## src/rtl/mtimer_pkg.sv

```systemverilog
package mtimer_pkg;

    typedef enum logic [1:0] {
        MD_PWM   = 2'd0,
        MD_CAPT  = 2'd1,
        MD_COUNT = 2'd2,
        MD_RSVD  = 2'd3
    } tmode_e;

    localparam logic [2:0] A_CTRL   = 3'd0;
    localparam logic [2:0] A_PERIOD = 3'd1;
    localparam logic [2:0] A_WIDTH  = 3'd2;
    localparam logic [2:0] A_COUNT  = 3'd3;
    localparam logic [2:0] A_STAT   = 3'd4;

    localparam int CTRL_W = 5;

    typedef struct packed {
        logic   inv;      // bit 4
        logic   ext_clk;  // bit 3
        tmode_e mode;     // bits 2:1
        logic   en;       // bit 0
    } ctrl_t;

    typedef struct packed {
        logic wrap;
        logic cap_w;
        logic cap_p;
        logic ovf;
    } evt_t;

    function automatic ctrl_t to_ctrl(input logic [CTRL_W-1:0] w);
        return ctrl_t'(w);
    endfunction

endpackage

```

## src/rtl/tmr_edge.sv

```systemverilog
module tmr_edge (
    input  logic clk,
    input  logic rst,
    input  logic pin,
    input  logic inv,
    output logic rise,
    output logic fall
);
    logic s1, s2, prev;
    logic sig;

    assign sig = s2 ^ inv;

    always_ff @(posedge clk) begin
        if (rst) begin
            s1   <= 1'b0;
            s2   <= 1'b0;
            prev <= 1'b0;
        end else begin
            s1   <= pin;
            s2   <= s1;
            prev <= sig;
        end
    end

    assign rise = sig & ~prev;
    assign fall = ~sig & prev;
endmodule

```

## src/rtl/tmr_core.sv

```systemverilog
module tmr_core
    import mtimer_pkg::*;
#(
    parameter int CNT_W = 32
) (
    input  logic             clk,
    input  logic             rst,
    input  ctrl_t            ctrl,
    input  logic [CNT_W-1:0] period,
    input  logic [CNT_W-1:0] width,
    input  logic             rise,
    input  logic             fall,
    output logic [CNT_W-1:0] cnt_o,
    output logic [CNT_W-1:0] cap_val,
    output logic             run_o,
    output logic             pwm_o,
    output evt_t             evt
);
    localparam logic [CNT_W-1:0] CNT_MAX = {CNT_W{1'b1}};

    logic [CNT_W-1:0] cnt_q, cnt_d;
    logic             run_q, run_d;
    logic             last, tick, adv, cap;

    always_comb begin
        last = ({1'b0, cnt_q} + 1'b1) >= {1'b0, period};
        tick = ctrl.ext_clk ? rise : 1'b1;
        adv  = ctrl.en & ((ctrl.mode == MD_PWM) | ((ctrl.mode == MD_COUNT) & tick));
        cap  = ctrl.en & (ctrl.mode == MD_CAPT);

        evt.wrap  = adv & last;
        evt.cap_p = cap & rise & run_q;
        evt.cap_w = cap & fall & run_q;
        evt.ovf   = cap & run_q & ~rise & (cnt_q == CNT_MAX);

        cnt_d = cnt_q;
        run_d = 1'b0;
        if (!ctrl.en) begin
            cnt_d = '0;
        end else if (adv) begin
            cnt_d = last ? '0 : cnt_q + 1'b1;
        end else if (cap) begin
            run_d = run_q | rise;
            if (rise)       cnt_d = '0;
            else if (run_q) cnt_d = cnt_q + 1'b1;
        end else if (ctrl.mode == MD_RSVD) begin
            cnt_d = '0;
        end
    end

    always_ff @(posedge clk) begin
        if (rst) begin
            cnt_q <= '0;
            run_q <= 1'b0;
        end else begin
            cnt_q <= cnt_d;
            run_q <= run_d;
        end
    end

    assign cnt_o   = cnt_q;
    assign run_o   = run_q;
    assign cap_val = cnt_q + 1'b1;
    assign pwm_o   = ctrl.en & (ctrl.mode == MD_PWM) & (cnt_q < width);
endmodule

```

## src/rtl/tmr_regs.sv

```systemverilog
module tmr_regs
    import mtimer_pkg::*;
#(
    parameter int CNT_W = 32
) (
    input  logic             clk,
    input  logic             rst,
    input  logic             bus_wr,
    input  logic [2:0]       bus_addr,
    input  logic [CNT_W-1:0] bus_wdata,
    output logic [CNT_W-1:0] bus_rdata,
    output ctrl_t            ctrl,
    output logic [CNT_W-1:0] period,
    output logic [CNT_W-1:0] width,
    input  logic [CNT_W-1:0] cnt,
    input  logic [CNT_W-1:0] cap_val,
    input  evt_t             evt,
    output logic             stat_irq,
    output logic             stat_ovf
);
    logic wr_ctrl, wr_per, wr_wid, wr_stat;

    assign wr_ctrl = bus_wr & (bus_addr == A_CTRL);
    assign wr_per  = bus_wr & (bus_addr == A_PERIOD);
    assign wr_wid  = bus_wr & (bus_addr == A_WIDTH);
    assign wr_stat = bus_wr & (bus_addr == A_STAT);

    always_ff @(posedge clk) begin
        if (rst) begin
            ctrl     <= '0;
            period   <= '0;
            width    <= '0;
            stat_irq <= 1'b0;
            stat_ovf <= 1'b0;
        end else begin
            if (wr_ctrl) ctrl <= to_ctrl(bus_wdata[CTRL_W-1:0]);
            if (evt.cap_p)   period <= cap_val;
            else if (wr_per) period <= bus_wdata;
            if (evt.cap_w)   width <= cap_val;
            else if (wr_wid) width <= bus_wdata;
            stat_irq <= evt.wrap | evt.cap_p | (stat_irq & ~(wr_stat & bus_wdata[0]));
            stat_ovf <= evt.ovf | (stat_ovf & ~(wr_stat & bus_wdata[1]));
        end
    end

    always_comb begin
        bus_rdata = '0;
        case (bus_addr)
            A_CTRL:   bus_rdata[CTRL_W-1:0] = ctrl;
            A_PERIOD: bus_rdata = period;
            A_WIDTH:  bus_rdata = width;
            A_COUNT:  bus_rdata = cnt;
            A_STAT:   bus_rdata[1:0] = {stat_ovf, stat_irq};
            default:  bus_rdata = '0;
        endcase
    end
endmodule

```

## src/rtl/mtimer.sv

```systemverilog
module mtimer
    import mtimer_pkg::*;
#(
    parameter int CNT_W = 32
) (
    input  logic             clk,
    input  logic             rst,
    input  logic             bus_wr,
    input  logic [2:0]       bus_addr,
    input  logic [CNT_W-1:0] bus_wdata,
    output logic [CNT_W-1:0] bus_rdata,
    input  logic             ext_i,
    output logic             pwm_o,
    output logic             irq_o
);
    ctrl_t            ctrl;
    logic [CNT_W-1:0] period, width, cnt, cap_val;
    logic             rise, fall, run, stat_irq, stat_ovf;
    evt_t             evt;

    tmr_edge u_edge (
        .clk (clk),
        .rst (rst),
        .pin (ext_i),
        .inv (ctrl.inv),
        .rise(rise),
        .fall(fall)
    );

    tmr_core #(.CNT_W(CNT_W)) u_core (
        .clk    (clk),
        .rst    (rst),
        .ctrl   (ctrl),
        .period (period),
        .width  (width),
        .rise   (rise),
        .fall   (fall),
        .cnt_o  (cnt),
        .cap_val(cap_val),
        .run_o  (run),
        .pwm_o  (pwm_o),
        .evt    (evt)
    );

    tmr_regs #(.CNT_W(CNT_W)) u_regs (
        .clk      (clk),
        .rst      (rst),
        .bus_wr   (bus_wr),
        .bus_addr (bus_addr),
        .bus_wdata(bus_wdata),
        .bus_rdata(bus_rdata),
        .ctrl     (ctrl),
        .period   (period),
        .width    (width),
        .cnt      (cnt),
        .cap_val  (cap_val),
        .evt      (evt),
        .stat_irq (stat_irq),
        .stat_ovf (stat_ovf)
    );

    assign irq_o = stat_irq;
endmodule

```

## config.mk

```make
export PLATFORM = sky130hd
export DESIGN_NAME = mtimer
export DESIGN_NICKNAME = d
export VERILOG_FILES = /design/src/rtl/mtimer_pkg.sv /design/src/rtl/tmr_edge.sv /design/src/rtl/tmr_core.sv /design/src/rtl/tmr_regs.sv /design/src/rtl/mtimer.sv
export SDC_FILE = /design/constraint.sdc
export NUM_CORES = 1
export LEC_CHECK = 0
export ABC_AREA = 1
export BUFFER_PORTS_ARGS = -buffer_cell sky130_fd_sc_hd__buf_4
export CAP_MARGIN = 20
export CORE_MARGIN = 5
export CORE_UTILIZATION = 30
export DETAILED_ROUTE_END_ITERATION = 12
export GPL_ROUTABILITY_DRIVEN = 0
export PLACE_DENSITY = 0.56
export SKIP_CTS_REPAIR_TIMING = 1
export SLEW_MARGIN = 0
export SYNTH_ARGS = -nofsm -noshare
export SYNTH_HDL_FRONTEND = slang
export SYNTH_SLANG_ARGS = --single-unit
```

## constraint.sdc

```tcl
create_clock -name clk -period 7.25 [get_ports clk]
set_input_delay 0.3625 -clock clk [delete_from_list [all_inputs] [get_ports clk]]
set_output_delay 0.3625 -clock clk [all_outputs]
set_load 0.01 [all_outputs]
```

==> summary.md <==
| Metric | Value |
|---|---|
| Post-DP HPWL | about 19000 um |
| H-tree depth | 3 |
| Min-delay worst type | primary input to register |
| Max VDD drop | about 0.1 mV |
| PortBufs | 72 |
| Clock power share | 0.421 |
| Initial DRC count | 579 |
| Reg clk slew, reported paths | 80 ps |
| Post-synth EDFFs | 0 |
| Most common cell in the netlist | nand2_1 |
| Slew at the pin closest to its max-slew limit | 1022 ps |
| Sw frac | 0.2751 |
| Core ar. | 0.02584 mm^2 |
| GRT overflow | 0 |
| Synthesized area per cell | 7.085 um^2 |
| Fin crit share | 0.5393 |
| Initial Util | 0.3025 |
| Global-route wire length before repair | approximately 43000 um |
| Flop and latch count out of synthesis | 107 |
| Unrepaired setup endpoints after global routing | false |
| Fill count | ~2800 |
| P_sw | 0.3472 mW |
| Layout cell share with drive strength beyond 1 | 0.1778 |
| Max-cap violations | 0 |
| Synth unique cells | 50 |
| Die span in x | 171.4 um |
| FMAX | about 0.26 GHz |
| Post-Syn Nets | 1206 |
| # DRC | 0 |
| Critical path origin | u_core.cnt_o[0] |
| # clock sinks | 107 |
| Design Area, Final | a little under 0.009 mm^2 |
| Full die area | 0.02938 mm^2 |
| Crit-path cells | ha_1, nand3_1, nor2_1, nand2_1, nor2_1, nand2_1, nor2_1, xor2_1, inv_1, ha_1, nand2_1, nor4_1, nand2_1, nor2_1, nand2_2, nand2_2, nand2_4, nand3_1, a21oi_1 |
| Sequential share of power | 0.477 |
| Worst R2R Start | u_core.cnt_o[0] |
| Largest net degree at the start of global routing | 58 |
| Pre-CTS setup slack | 3400 ps |
| Sequential element share of the synthesized area | 0.2741 |
| Syn Inst Count | 1103 |
| Crit. End Element | register |
| Top cell type's share of synthesized area | 0.2741 |
| FP Rows | between 50 and 60 |
| Worst-skew pair later-pin latency | between 300 and 400 ps |
| Synth area leader | dfxtp_1 |
| Vias after detailed routing | 7706 |
| Leak | 3.474 nW |
| Number of global-route vias before repair | 7596 |
| Internal power of the cells | 0.9150 mW |
| Critical path type | register to register |
| Slew HR | 0.3145 |
| Area of the multi-input gates | between 0.004 and 0.005 mm^2 |
| ANT nets after route | 0 |
| Synth top area cells | dfxtp_1 27%, nand2_1 12%, ha_1 10% |
| Cell area power density | 141.4 mW/mm^2 |
| TritonCTS buffer count | 9 |
| Clock Path Buffers | 2 |
| Status | finished clean |
| Final setup fails | 0 |
| Hold Startpoint | ext_i |
| Fin nets | about 1300 |
| Worst setup SP type | register |
| Worst Skew | 11.00 ps |
| Antenna Cells | 0 |
| Critical path required time | 7480 ps |
| Worst hold path stage count | 3 |
| Main flop type after synthesis | dfxtp_1 |
| IO Count | 73 |
| Slew Limit Fails | 0 |
| Die Ht | 171.4 um |
| Initial antenna violation count | 0 |
| Root Buffer | clkbuf_16 |
| DP Area | 0.008621 mm^2 |
| Routed Wire Length | about 27000 um |
| Reg2Reg Depth | 19 |
| Synth cell count leaders | 245 x nand2_1, 148 x inv_1, 107 x dfxtp_1 |
| Fin. Hold Viols | 0 |
| DRT Pass-1 Iters | 5 |
| Crit path DAT | 4140 ps |
| Via/cell ratio | 5.179 |
| Async S/R FF share, synth | 0 |
| Gate power share | 0.102 |
| Fin crit period | slightly below 4000 ps |
| Post-Syn Area | 0.007815 mm^2 |
| Area Overhead vs Synth | 14.27% |
| CTS tree | yes |
| Crit path max fanout | 33 |
| All-Layer GR Usage | 0.1884 |
| Final setup TNS | 0 ps |
| Synthesis Warnings | 0 |
| Slowest CP cell | dfxtp_1 |
| Crit path largest cell delay | 470 ps |
| FF+latch area | 0.002142 mm^2 |
| WL per Instance | 18.29 um |
| Worst Setup Slack, final | 3340 ps |
[state kept, by name (all words and copies together) (netlist names)]
name / flops
u_core.cnt_o: 32
u_regs.period: 32
u_regs.width: 32
u_regs.ctrl: 5
u_core.run_o: 1
u_edge.prev: 1
u_edge.s1: 1
u_edge.s2: 1
u_regs.stat_irq: 1
u_regs.stat_ovf: 1
[path summary, 6_finish.rpt]
path / to / slack, ps
max reg2reg: u_core.cnt_o[3] / 3340
min reg2reg: u_edge.s2 / 410
min: u_edge.s1 / 200
max: u_core.cnt_o[3] / 3340
[logic make-up after synthesis]
group	synth area share
and+or+nand+nor	0.2813
AOI/OAI and AO/OA	0.2081
buffers and inverters	0.1106
DFF	0.2741
adders and majority gates	0.1025
xor gates and xnor gates	0.02338
[power groups by stage]
stage / registers (mW) / logic (mW) / clock network [mW]
2_1_floorplan: 0.614 / 0.0745 / 0
3_3_place_gp: 0.616 / 0.127 / 0
3_5_place_dp: 0.616 / 0.128 / 0
4_1_cts: 0.602 / 0.129 / 0.544
5_1_grt: 0.603 / 0.141 / 0.570
6_report: 0.602 / 0.129 / 0.531
[metrics by stage]
step,cells,hold WS [ps],total power [mW],util
final,1488,203.3,1.262,0.3456
after global routing,1488,215.5,1.315,0.3456
after CTS,1488,200.0,1.275,0.3456
after detailed placement,1472,399.4,0.7439,0.3337
after global placement,1471,389.0,0.7430,0.3326
after floorplan,1103,388.3,0.6889,-
[per-layer routing]
metal  global-route usage  vias to the layer above  part of all wire
met5                    0                        -                 0
met4              0.06304                        0             0.024
met3              0.02275                       43             0.047
met2               0.3090                      248              0.47
met1               0.2576                     3610              0.46
li1                     -                     3805                 -
[worst max-delay path: cells and delay by family, from the launching register on]
| family | cells | cell delay (ps) |
|---|---|---|
| compound gates | 1 | 70 |
| xor+xnor | 1 | 220 |
| fa+ha+maj | 2 | 550 |
| buf+inv | 1 | 110 |
| flops | 1 | 470 |
| simple gates | 14 | 2300 |
[area by class of cell]
| type | count | share of cell area |
|---|---|---|
| Sequential cell | 107 | 0.2399 |
| Timing Repair Buffer | 82 | 0.07118 |
| Clock buffer | 9 | 0.02522 |
| Multi-Input combinational cell | 786 | 0.5393 |
| Tap cell | 335 | 0.04694 |
| Clock inverter | 7 | 0.009388 |
| Inverter | 162 | 0.06810 |
[layout by cell type, fill, tap and decap left out, types with 3 or more instances in the layout]
cell type,n
dfxtp_1,107
xnor2_1,3
a211oi_1,4
o21a_1,3
ha_1,64
nor2_2,6
o21ai_0,47
a21oi_1,80
nor4_1,4
a21oi_2,29
nand4_1,6
a31oi_1,32
xor2_1,16
buf_4,81
nand3_2,32
nor3_1,12
inv_1,148
nand2_2,8
clkbuf_16,9
nor2_1,51
nor2_4,10
nand2_1,245
nand3_1,66
a21o_1,4
a221oi_1,7
inv_2,12
o221ai_1,32
a22oi_1,3
(Power assumes the default switching activity.)
